<file path="config.mk">
export PLATFORM = sky130hd
export DESIGN_NAME = irq_cascade
export DESIGN_NICKNAME = d
export VERILOG_FILES = /design/src/rtl/irq_cascade.sv
export SDC_FILE = /design/constraint.sdc
export NUM_CORES = 1
export LEC_CHECK = 0
export BUFFER_PORTS_ARGS = -buffer_cell sky130_fd_sc_hd__buf_4
export CAP_MARGIN = 20
export CORE_MARGIN = 10
export CORE_UTILIZATION = 47
export CTS_BUF_LIST = sky130_fd_sc_hd__clkbuf_2
export DETAILED_ROUTE_END_ITERATION = 10
export PLACE_DENSITY = 0.68
export SLEW_MARGIN = 5
export SYNTH_ARGS = -nofsm -noshare
export SYNTH_HDL_FRONTEND = slang
export SYNTH_SLANG_ARGS = --single-unit
</file>
<file path="constraint.sdc">
create_clock -name clk -period 3.2 [get_ports clk]
set_clock_uncertainty 0.2 [all_clocks]
set_input_delay 0.64 -clock clk [delete_from_list [all_inputs] [get_ports clk]]
set_output_delay 0.64 -clock clk [all_outputs]
set_load 0.01 [all_outputs]
</file>
<file path="src/rtl/irq_cascade.sv">
module irq_cascade #(
  parameter int AW      = 8,
  parameter int NSER    = 17,
  parameter int REQ_BIT = 11
) (
  input  logic          clk,
  input  logic          rst_n,
  input  logic          bus_sel,
  input  logic          bus_we,
  input  logic [AW-1:0] bus_addr,
  input  logic [31:0]   bus_wdata,
  output logic [31:0]   bus_rdata,
  input  logic [NSER-1:0] ser_irq,
  input  logic [8:0]    evt_pulse,
  input  logic [31:0]   err_addr,
  output logic          irq_out
);
  localparam logic [AW-1:0] A_CTRL  = AW'('h30);
  localparam logic [AW-1:0] A_LMASK = AW'('h34);
  localparam logic [AW-1:0] A_LSTAT = AW'('h38);
  localparam logic [AW-1:0] A_EADDR = AW'('h40);
  localparam logic [AW-1:0] A_USTAT = AW'('h50);
  localparam logic [AW-1:0] A_UMASK = AW'('h54);
  localparam logic [AW-1:0] A_POL   = AW'('h58);
  localparam logic [AW-1:0] A_UIN   = AW'('h5C);

  logic [31:0] ctrl, lo_mask, lo_stat, up_stat, up_mask, pol;
  logic [31:0] set_v, up_in;
  logic        lo_req, wr;

  assign wr     = bus_sel & bus_we;
  assign lo_req = ctrl[31] & (|(lo_stat & lo_mask));
  assign up_in  = 32'(lo_req) << REQ_BIT;
  assign irq_out = |up_stat;

  always_comb begin
    set_v = '0;
    for (int n = 0; n < NSER; n++) set_v[31-n] = ser_irq[n];
    set_v[10]  = evt_pulse[8];
    set_v[7:2] = evt_pulse[7:2];
    set_v[1:0] = evt_pulse[1:0];
  end

  always_ff @(posedge clk) begin
    if (!rst_n) begin
      ctrl <= '0; lo_mask <= '0; lo_stat <= '0;
      up_stat <= '0; up_mask <= '0; pol <= '0;
    end else begin
      lo_stat <= (lo_stat & ~((wr && bus_addr == A_LSTAT) ? bus_wdata : 32'h0)) | set_v;
      up_stat <= (up_stat & ~((wr && bus_addr == A_USTAT) ? bus_wdata : 32'h0)) | (up_in & up_mask);
      if (wr && bus_addr == A_CTRL)  ctrl    <= bus_wdata;
      if (wr && bus_addr == A_LMASK) lo_mask <= bus_wdata;
      if (wr && bus_addr == A_UMASK) up_mask <= bus_wdata;
      if (wr && bus_addr == A_POL)   pol     <= bus_wdata;
    end
  end

  always_comb begin
    case (bus_addr)
      A_CTRL:  bus_rdata = ctrl;
      A_LMASK: bus_rdata = lo_mask;
      A_LSTAT: bus_rdata = lo_stat;
      A_EADDR: bus_rdata = err_addr;
      A_USTAT: bus_rdata = up_stat;
      A_UMASK: bus_rdata = up_mask;
      A_POL:   bus_rdata = pol;
      A_UIN:   bus_rdata = up_in;
      default: bus_rdata = 32'hFFFF_FFFF;
    endcase
  end
endmodule


</file>
Word-level counts from Yosys, hierarchy flattened
Index checks and enable logic that the tools add are counted.

storage, ports and cells
  memories kept = 0
  RAM bits = 0
  ROM bits = 0
  bits in latches = 0
  word-level logic and storage cells = 35
  input bits = 102
  flip-flop bits (word level) = 192
  output and inout port bits = 33

cells by class
  shifts and indexed selects = 0
  multipliers = 0
  magnitude comparators = 0
  reductions and logical operators = 8
  equal/unequal tests = 8
  $add $sub $neg = 0
  bitwise logic cells = 10
  mux-type cells = 3
  divide/modulo/power cells = 0

operator list
  kind                                           count
  one-hot mux 32 bit (8 select lines)            1
  AND 32 bit                                     3
  two-way mux 32 bit                             2
  NOT 32 bit                                     2
  OR 32 bit                                      2
  OR reduction 32 bit                            2
  == test 8 x 7 -> 1 bit, second input constant  5
  AND 12 x 32 -> 32 bit                          1
  == test 8 x 6 -> 1 bit, second input constant  3
  logical AND 1 bit                              6
  AND 1 bit                                      2

Longest topological paths before layout
Gate-level depths: netlist of run 1.

  depth in word-level cells = 6
  gate-level depth with buffers = 9
  gate-level depth less buffers = 5

Worst setup path after synthesis of run 1
OpenSTA, ideal clock, no wires.

  kind = input to output
  from = in bus_addr[3]
  to = out bus_rdata[22]
  cell stages on the path = 6
  path buffers = 2
  setup slack = 0.276 ns
  required time = 2.360 ns
  arrival = 2.084 ns
  path through = buf_2 > or4_4 > nor4b_4 > buf_2 > a222oi_1 > nand4_1

between the ends
  longest elaborated chain between the ends = 2
  elaborated cells between the ends (all ways) = 9
  those cells by class = eq/ne (8); mux (1)

ends and longest elaborated chain
  item                                                                     RTL line  RTL
  from (decl)                                                              10        input logic [AW-1:0] bus_addr,
  == test 8 x 7 -> 1 bit / == test 8 x 6 -> 1 bit (equally long branches)  59        case (bus_addr)
  one-hot mux 32 bit (8 select lines) (*)                                  59
  to (decl)                                                                12        output logic [31:0] bus_rdata,

Every way passes the cells marked *; elsewhere a longest branch is shown, timed or not.

Worst setup path in the final report of run 1
  from = reg lo_stat[25]
  to = out bus_rdata[11]

between the ends
  longest elaborated chain between the ends = 4

ends and longest elaborated chain
  item                                 RTL line  RTL
  from (decl)                          27        logic [31:0] ctrl, lo_mask, lo_stat, up_stat, up_mask, pol;
  from (signal assigned)               49        lo_stat <= (lo_stat & ~((wr && bus_addr == A_LSTAT) ? bus_wdata : 32'h0)) | set_v;
  AND 32 bit                           32        assign lo_req = ctrl[31] & (|(lo_stat & lo_mask));
  OR reduction 32 bit                  32
  AND 1 bit                            32
  one-hot mux 32 bit (8 select lines)  59

Every way passes these cells.

==> impl_metrics.csv, run 1 <==
group,metric,value,unit
status,outcome,"completed",
clock_network,cts_sinks,192,
detailed_routing,dr_wl_met2,14300,µm
sta,rsz0062_at_grt,"true",
power,ir_drop,0.000233,V
detailed_routing,drc,0,
yosys,synth.net_count,1096,
job,max_cap_violations,0,
detailed_routing,routed_wl,29700,µm
layout,syn2layout_area_growth,28.2,%
worst_setup_path,r2r_start,"lo_stat[5]",
clock_network,cts_setup_buffers,0,
yosys,synth-adder-area-share,0,%
sta,finalCritPeriodShare,99.3,%
floorplan,coreArea,17800,µm²
detailed_routing,met1_length,12300,µm
layout,stdcell_count,1422,
sta,timing.final.ws_setup,22.4,ps
global_route,antenna_found_initial,2,
clock_network,clockBufferDepth,2,
worst_hold_path,holdCritPathClass,"in -> reg",
yosys,syn_area,8480,µm²
worst_hold_path,holdCritStartpoint,"bus_we",
sta,tightest_slew,763,ps
global_route,grt_pass1_wl,46300,µm
layout,multiInputGateArea,4320,µm²
sta,finalHoldViolCount,0,
yosys,synthArstFlopShare,0,%
yosys,syn_inst,994,
global_route,grt_max_degree,75,
sta,fin_crit,3180,ps
clock_network,htree_levels,4,
floorplan,die_y,154,µm
power,power_density,368,nW/µm²
clock_network,ctsRootBufferMaster,"clkbuf_2",
detailed_routing,dr.max_layer_used,"met4",
floorplan,rows,49,
worst_setup_path,worstPathArrival,2340,ps
detailed_routing,vias,8466,
place,dp_cells,1320,
layout,nFillCells,1613,
yosys,netlist.area_leader.share,45.3,%
clock_network,cts_buffers,17,
yosys,synth-compound-area-share,29.7,%
floorplan,dieWidth,154,µm
global_route,grt_pass1_vias,8322,
detailed_routing,wl_per_cell,20.9,µm
worst_setup_path,worstPathMaxFanout,3,
detailed_routing,routed-wl-met3,2320,µm
detailed_routing,drt_pass1_iterations,6,
layout,fin_area,10900,µm²
clock_network,clk_latency,790,ps
worst_setup_path,cp.required,2360,ps
global_route,grt.total_usage,24.1,%
worst_setup_path,crit_type,"reg -> out",
yosys,synthSimpleGateAreaFrac,20.2,%
yosys,synth_seq_area_share,45.3,%
place,dpl.hpwl,19900,µm
sta,fmax,315,MHz
yosys,synth_warnings,0,
floorplan,start_util,47.5,%
layout,fin_nets,1281,
place,io_buffers,134,
sta,setup_viol,0,
sta,maxSlewViolCount,0,
place,dpl_cell_area,9870,µm²
worst_setup_path,end_kind,"primary output",
yosys,yosysTopAreaCell,"dfxtp_1",
yosys,synth_xor_area_share,0,%
detailed_routing,drt_iter0_drc,1057,
floorplan,dieArea,23800,µm²
yosys,ys.flop_type,"dfxtp_1",
place,post-place-ws,62.9,ps
yosys,synth.distinct_cells,43,
worst_hold_path,holdPathEnd,"up_mask[30]",
clock_network,cts_tree,"yes",
worst_setup_path,reg2reg_to,"lo_stat[5]",
global_route,overflow,0,
worst_setup_path,r2r_slack,1630,ps
clock_network,path_clk_slew,270,ps
layout,drive_above_1_share,20.1,%
yosys,synth_edf_count,0,
detailed_routing,avgViaCountPerCell,5.95,
power,cellLeakagePower,0.00381,µW
layout,fin_util,60.9,%
detailed_routing,antenna_left,0,
worst_setup_path,start_kind,"flop",
worst_hold_path,hold_depth,5,
yosys,synthMuxAreaShare,0,%
yosys,syn-mean-instance-area,8.53,µm²
floorplan,ios,135,
place,place_congestion,0.867,
yosys,ys_ff_latch,192,
sta,whs,173,ps
worst_setup_path,rr_worst_depth,3,
layout,regArea,3850,µm²
yosys,synthTopCellsByArea,"dfxtp_1, nand2_1, a21boi_1",
sta,relSlewSlack,49.1,%
yosys,synth_top_family_by_area,"compound AO/OA/AOI/OAI gates",
kinds of logic (layout without fill, tap and decap cells):
logic type             after synthesis  after routing
AOI/OAI and AO/OA                  334            334
buffers and inverters               85            283
DFF                                192            192
other                                0              1
and+or+nand+nor                    383            383
cells in the mapped netlist (4+ instances only):
cell type,number
nand2_1,299
dfxtp_1,192
a21boi_1,148
a22oi_1,69
buf_2,43
a21oi_1,40
a222oi_1,35
nand4_1,34
clkbuf_1,33
o21a_1,26
nand3_1,11
nor4_1,9
a21boi_0,7
and3_1,5
a22o_1,4
buf_4,4
nand3b_1,4
layout by cell type (no fill, tap or decap), drive strengths merged, types with 2 or more instances in the layout:
| master | instances |
|---|---|
| a222oi | 35 |
| clkinv | 7 |
| o21a | 26 |
| and3 | 6 |
| nand3 | 11 |
| a22oi | 69 |
| o21ai | 2 |
| dlygate4sd3 | 69 |
| nand2 | 299 |
| clkinvlp | 2 |
| a21boi | 155 |
| a21oi | 40 |
| nand3b | 4 |
| nor3 | 3 |
| and4bb | 2 |
| clkbuf | 21 |
| buf | 181 |
| nor4 | 10 |
| bufinv | 2 |
| nor2 | 4 |
| dfxtp | 192 |
| a22o | 4 |
| nand4 | 34 |
critical path, cell delays in order, from the launching register on:
cell     delay (ps)
dfxtp_1         410
a22oi_2         240
nand4_1         130
nor4_2          310
or3b_2          200
nand4_1         100
buf_4           160
metal layers:
| layer | global-route usage, % | vias up |
|---|---|---|
| li1 | - | 3957 |
| met1 | 29.9 | 4130 |
| met2 | 39.7 | 339 |
| met3 | 5.32 | 40 |
| met4 | 9.27 | 0 |
| met5 | 0 | - |
worst max path at each step:
stage           startpoint             to  slack (ps)  cells past startpoint
6_report       lo_stat[25]  bus_rdata[11]          20                      6
5_1_grt        lo_stat[24]  bus_rdata[11]        -100                      6
4_1_cts         lo_stat[4]  bus_rdata[11]           2                      6
3_5_place_dp   bus_addr[1]  bus_rdata[17]          60                      7
3_3_place_gp   bus_addr[1]  bus_rdata[22]         100                      7
2_1_floorplan  bus_addr[3]  bus_rdata[22]         280                      6
flip-flops by register name, summed over array words and instances, names as in the netlist:
| name | count |
|---|---|
| up_mask | 32 |
| lo_mask | 32 |
| ctrl | 32 |
| up_stat | 32 |
| lo_stat | 32 |
| pol | 32 |
where the power goes:
group	internal, µW	switching [µW]
sequential	2420	31.5
combinational	220	158
clock	364	802
total	3010	992
stage by stage:
stage | setup TNS [ps] | power, µW
finish | 0 | 4000
detailed placement | 0 | 2800
global route | -104 | 4140
CTS | 0 | 4010
global placement | 0 | 2800
floorplan | 0 | 2600
layout make-up:
| type | count | share of cell area, % |
|---|---|---|
| Sequential cell | 192 | 35.4 |
| Inverter | 1 | 0.0345 |
| Clock buffer | 21 | 0.967 |
| Timing Repair Buffer | 250 | 20.2 |
| Antenna cell | 1 | 0.0230 |
| Clock inverter | 11 | 1.07 |
| Multi-Input combinational cell | 717 | 39.7 |
| Tap cell | 229 | 2.64 |
timing repair:
action | 4_1_cts | 5_1_grt
endpoints found under the setup margin | 2 | 6
hold buffers | 69 | 0
endpoints found under the hold margin | 192 | 0
resized for setup | 11 | 8
pin swaps | 0 | 1
Note: power is estimated with default switching activity, not from simulation.
==> run 2, diff against run 1 <==
- CELL_PAD_IN_SITES_DETAIL_PLACEMENT: unset -> 0
- CELL_PAD_IN_SITES_GLOBAL_PLACEMENT: unset -> 1
- CORE_UTILIZATION: 47 -> 44
- PLACE_DENSITY: 0.68 -> unset
- PLACE_DENSITY_LB_ADDON: unset -> 0.1
==> run 2 against run 1 <==
Net effect:
- the run now ends with negative setup slack left
- sequential cell count is the same
- sequential share of layout area shrank 0.70 points
- core utilization shrank 2.1 points
- design area grew 2.0%
- via count grew 0.13%
- sequential power is essentially flat
- highest routed layer unchanged
- clock-buffer cell count shrank 2
- setup slack lost 110 ps
==> impl_metrics.csv, run 2 (synthesis gave the netlist of run 1 again) <==
group,metric,value,unit
clock_network,ctsRootBufferMaster,"clkbuf_2",
power,swShare,26.8,%
detailed_routing,routed_wl,32200,µm
sta,setup_viol,16,
clock_network,clockBufferDepth,2,
detailed_routing,drt_iter0_drc,727,
detailed_routing,dr_wl_met2,15400,µm
floorplan,dieWidth,159,µm
worst_setup_path,start_kind,"flop",
worst_setup_path,end_kind,"primary output",
floorplan,ios,135,
clock_network,cts_buffers,17,
power,seqPwrFrac,60.8,%
detailed_routing,avgViaCountPerCell,5.76,
worst_setup_path,rr_worst_depth,4,
power,cellLeakagePower,0.00392,µW
status,violations,"negative setup slack",
worst_setup_path,cpPeakStageDelay,390,ps
clock_network,cts_tree,"yes",
layout,fin_util,58.9,%
worst_setup_path,critPathBufInv,1,
power,p_total,4040,µW
sta,fin_crit,3290,ps
global_route,overflow,0,
place,io_buffers,134,
worst_setup_path,endpoint,"bus_rdata[11]",
power,p_clk_share,29.7,%
worst_setup_path,crit_type,"reg -> out",
global_route,antenna_found_initial,1,
sta,relSlewSlack,65.4,%
worst_setup_path,cp_slowest_cell,"dfxtp_2",
worst_setup_path,worstPathArrival,2450,ps
detailed_routing,drt_pass1_iterations,8,
sta,fmax,304,MHz
layout,fin_nets,1298,
clock_network,path_clk_slew,290,ps
sta,tightest_slew,519,ps
worst_setup_path,worstPathCellList,"a22oi_2 > nand4_1 > nor4_2 > or3b_4 > nand4_1 > buf_4",
power,p_comb_share,9.5,%
detailed_routing,met1_length,14000,µm
detailed_routing,wl_per_cell,21.9,µm
worst_setup_path,cp.required,2360,ps
place,dp_cells,1360,
detailed_routing,routed-wl-met3,2190,µm
clock_network,htree_levels,4,
power,switchingPower,1080,µW
sta,whs,106,ps
worst_setup_path,r2r_start,"lo_stat[21]",
worst_setup_path,startpoint,"lo_mask[21]",
floorplan,coreArea,18800,µm²
sta,rsz0062_at_grt,"true",
job,max_cap_violations,0,
detailed_routing,dr.max_layer_used,"met4",
worst_setup_path,r2r_slack,1540,ps
detailed_routing,vias,8477,
worst_setup_path,critical_path.most_common_cell,"nand4_1",
layout,stdcell_count,1471,
sta,finalCritPeriodShare,103,%
worst_hold_path,holdCritPathClass,"in -> reg",
status,outcome,"finished, violations left",
detailed_routing,antenna_left,0,
power,ir_drop,0.000253,V
layout,layout_commonest_cell,"nand2_1",
global_route,grt_pass1_vias,8084,
power,p_int,2960,µW
detailed_routing,drc,0,
place,place_congestion,0.885,
global_route,grt.total_usage,23.7,%
worst_setup_path,cp_top_family,"simple AND/OR/NAND/NOR gates",
floorplan,start_util,45.0,%
floorplan,dieArea,25200,µm²
worst_setup_path,worstPathMaxFanout,2,
power,power_density,364,nW/µm²
global_route,grt_pass1_wl,48100,µm
worst_setup_path,cp.depth,6,
layout,mostFrequentLayoutCells,"nand2_1, dfxtp_1, buf_4",
worst_hold_path,holdCritStartpoint,"rst_n",
layout,drive_above_1_share,21.2,%
floorplan,rows,50,
place,dpl.hpwl,21400,µm
sta,timing.final.ws_setup,-90.4,ps
clock_network,clk_latency,790,ps
global_route,grt_max_degree,78,
layout,syn2layout_area_growth,30.7,%
layout,nFillCells,1770,
floorplan,die_y,159,µm
sta,maxSlewViolCount,0,
worst_setup_path,reg2reg_to,"lo_stat[21]",
sta,finalHoldViolCount,0,
clock_network,cts_sinks,192,
sta,setup-tns-final,-301,ps
[run 2: cell count changes in the layout (fill, tap and decap cells not counted), moves of 4 or more]
cell      before  now
inv_6          0    5
clkinv_2       4    0
buf_4        169  179
buf_6          1    8
[run 2: worst min path at each step]
stage	end	slack [ps]	cells past startpoint
after floorplan	up_stat[20]	220	2
after CTS	up_stat[27]	50	3
final	up_stat[6]	110	3
after global routing	up_stat[25]	20	3
after detailed placement	up_stat[18]	240	2
after global placement	up_stat[23]	240	2
[run 2: final cells by class]
type / count / area (µm²) / area share (%)
clock inverters: 13 / 128 / 1.15
diodes: 2 / 5.00 / 0.0451
multi-input cells: 717 / 4320 / 39.0
well taps: 260 / 325 / 2.93
inverters: 1 / 3.75 / 0.0339
clock buffers: 19 / 95.1 / 0.858
flip-flops and latches: 192 / 3850 / 34.7
repair buffers: 267 / 2360 / 21.3
[run 2: metrics by stage]
| stage | area [µm²] | setup WS [ps] |
|---|---|---|
| final | 11100 | -90.4 |
| after global routing | 11100 | -182 |
| after CTS | 10900 | -97.9 |
| after detailed placement | 9940 | 35.9 |
| after global placement | 9940 | 94.9 |
| after floorplan | 8480 | 276 |
[run 2: power groups by stage]
stage	Sequential, µW	Clock, µW	Combinational, µW
floorplan	2480	0	115
global placement	2500	0	300
detailed placement	2500	0	302
CTS	2460	1220	373
global route	2460	1320	409
finish	2460	1200	383
[run 2: routing by layer]
metal	track usage (%)	up-vias
met1	32.2	4130
met3	4.05	33
li1	-	3992
met2	38.9	322
met5	0	-
met4	4.51	0
[run 2: worst register-to-register path, delay by kind of cell (launching register included)]
kind | cells | cell delay [ps]
buffers and inverters | 2 | 680
AO/OA/AOI/OAI | 2 | 310
flip-flops | 1 | 410
[run 2: timing repair]
action | 4_1_cts | 5_1_grt
endpoints found under the setup margin | 2 | 24
hold buffers | 68 | 0
setup buffers | 2 | 4
gates cloned | 0 | 3
pin swaps | 5 | 25
hold endpoints to repair | 192 | 0
gates resized for setup | 13 | 18
==> run 3, diff against run 2 <==
- CORE_ASPECT_RATIO: unset -> 1.4
==> run 3 against run 2 <==
Net effect:
- clock power is 4% higher
- final cell count is 1.2% lower
- non-clock buffer count is 4 lower
- wire length is 0.24% higher
- highest routed layer unchanged
- the flow still finishes with violations (negative setup slack)
- sequential share of layout area is 0.056 points higher
- design area is 0.19% lower
- register-to-register slack better by 40 ps
- largest power group unchanged
- combinational power hardly changed
- critical path type unchanged
==> impl_metrics.csv, run 3 (synthesis gave the netlist of run 1 again) <==
group,metric,value,unit
layout,regArea,3850,µm²
clock_network,path_clk_slew,280,ps
worst_hold_path,holdCritPathClass,"in -> reg",
place,dp_cells,1347,
detailed_routing,wl_per_cell,22.2,µm
detailed_routing,drc,0,
sta,tightest_slew,605,ps
layout,layout_commonest_cell,"nand2_1",
clock_network,cts_sinks,192,
power,p_int,3030,µW
status,outcome,"finished, violations left",
worst_setup_path,reg2reg_to,"lo_stat[23]",
detailed_routing,antenna_left,0,
worst_hold_path,hold_depth,3,
detailed_routing,vias,8548,
worst_setup_path,crit_type,"reg -> out",
worst_setup_path,rr_worst_depth,3,
floorplan,dieArea,25300,µm²
worst_setup_path,end_kind,"primary output",
worst_setup_path,critical_path.most_common_cell,"nand4_1",
floorplan,rows,60,
place,place_congestion,0.900,
detailed_routing,drt_pass1_iterations,9,
worst_setup_path,worstPathCellList,"a22oi_2 > nand4_1 > nor4_2 > or3b_2 > nand4_1 > buf_4",
clock_network,cts_tree,"yes",
clock_network,htree_levels,4,
power,power_density,370,nW/µm²
status,violations,"negative setup slack",
global_route,grt_max_degree,78,
floorplan,die_y,184,µm
layout,drive_above_1_share,20.8,%
detailed_routing,drt_iter0_drc,913,
job,max_cap_violations,0,
floorplan,start_util,44.5,%
place,io_buffers,134,
power,cellLeakagePower,0.00391,µW
global_route,grt_pass1_wl,48400,µm
worst_setup_path,start_kind,"flop",
clock_network,cts_buffers,17,
sta,rsz0062_at_grt,"true",
worst_setup_path,cpPeakStageDelay,410,ps
sta,relSlewSlack,59.7,%
global_route,overflow,0,
sta,fmax,307,MHz
layout,nFillCells,1845,
sta,finalHoldViolCount,0,
worst_setup_path,worstPathArrival,2420,ps
power,ir_drop,0.000241,V
clock_network,clockBufferDepth,2,
sta,finalCritPeriodShare,102,%
worst_setup_path,cp.required,2360,ps
power,p_total,4090,µW
worst_setup_path,worstPathMaxFanout,3,
sta,setup_viol,1,
worst_hold_path,holdPathEnd,"up_stat[21]",
floorplan,ios,135,
worst_setup_path,cp_slowest_cell,"dfxtp_2",
power,switchingPower,1070,µW
layout,mostFrequentLayoutCells,"nand2_1, dfxtp_1, buf_4",
worst_hold_path,holdCritStartpoint,"rst_n",
layout,stdcell_count,1454,
detailed_routing,routed_wl,32200,µm
place,dpl.hpwl,21600,µm
layout,syn2layout_area_growth,30.5,%
worst_setup_path,r2r_slack,1580,ps
sta,maxSlewViolCount,0,
worst_setup_path,r2r_start,"lo_stat[23]",
power,p_comb_share,9.3,%
layout,fin_nets,1294,
clock_network,ctsRootBufferMaster,"clkbuf_2",
floorplan,dieWidth,137,µm
detailed_routing,avgViaCountPerCell,5.88,
power,p_clk_share,30.6,%
clock_network,clk_latency,780,ps
global_route,grt.total_usage,24.8,%
sta,timing.final.ws_setup,-59.7,ps
sta,fin_crit,3260,ps
power,swShare,26.0,%
global_route,grt_pass1_vias,8363,
global_route,antenna_found_initial,1,
floorplan,coreArea,19100,µm²
layout,multiInputGateArea,4320,µm²
power,seqPwrFrac,60.1,%
run 3: changes by cell type in the layout (fill, tap and decap cells not counted), moves of 2 or more:
| cell | delta |
|---|---|
| buf_4 | -3 |
| buf_6 | -4 |
| buf_12 | +4 |
| clkinv_2 | +2 |
| clkinv_1 | -2 |
run 3: worst max path at each step:
stage,start,to,slack (ps),cells past startpoint
CTS,lo_stat[20],bus_rdata[11],-120,6
floorplan,bus_addr[3],bus_rdata[22],280,6
global route,lo_stat[20],bus_rdata[11],-210,6
detailed placement,bus_addr[1],bus_rdata[12],30,7
global placement,bus_addr[1],bus_rdata[7],50,7
finish,lo_stat[20],bus_rdata[11],-60,6
run 3: repair_timing:
action / 4_1_cts / 5_1_grt
hold buffers: 69 / 0
endpoints found under the setup margin: 2 / 31
gates resized for setup: 10 / 17
hold endpoints to repair: 192 / 0
setup buffers: 0 / 3
pin swaps: 0 / 10
cloned: 0 / 2
run 3: metrics by stage:
stage	hold WS (ps)	TNS (ps)	worst slack [ps]	area [µm²]	utilization [%]
after CTS	70.7	-115	-115	10900	57.4
after global routing	76.1	-276	-213	11100	58.0
after global placement	233	0	54.6	9960	52.2
after detailed placement	238	0	26.9	9960	52.2
after floorplan	224	0	276	8480	-
final	152	-59.7	-59.7	11100	58.0
run 3: layout make-up:
cell class,count,area share (%)
diodes,1,0.0226
clock buffers,19,0.859
clock inverters,13,1.33
inverters,1,0.0339
multi-input cells,717,39.0
flip-flops and latches,192,34.8
well taps,248,2.80
repair buffers,263,21.2
run 3: worst max-delay path: cells and delay by family (launching register included):
family / cells / cell delay [ps]
flip-flops: 1 / 410
AO/OA/AOI/OAI: 1 / 260
AND/OR/NAND/NOR: 4 / 800
buffers and inverters: 1 / 170
run 3: per-layer routing:
metal	routed length, µm	vias to the layer above	global-route usage (%)
met5	0	-	0
met4	684	0	6.59
met3	1900	47	3.95
met2	16700	311	43.5
met1	12900	4212	30.4
li1	-	3978	-
run 3: power groups by stage:
stage,sequential (µW),combinational (µW),clock (µW)
floorplan,2480,115,0
global route,2460,409,1380
detailed placement,2500,305,0
global placement,2500,302,0
finish,2460,381,1250
CTS,2460,375,1280
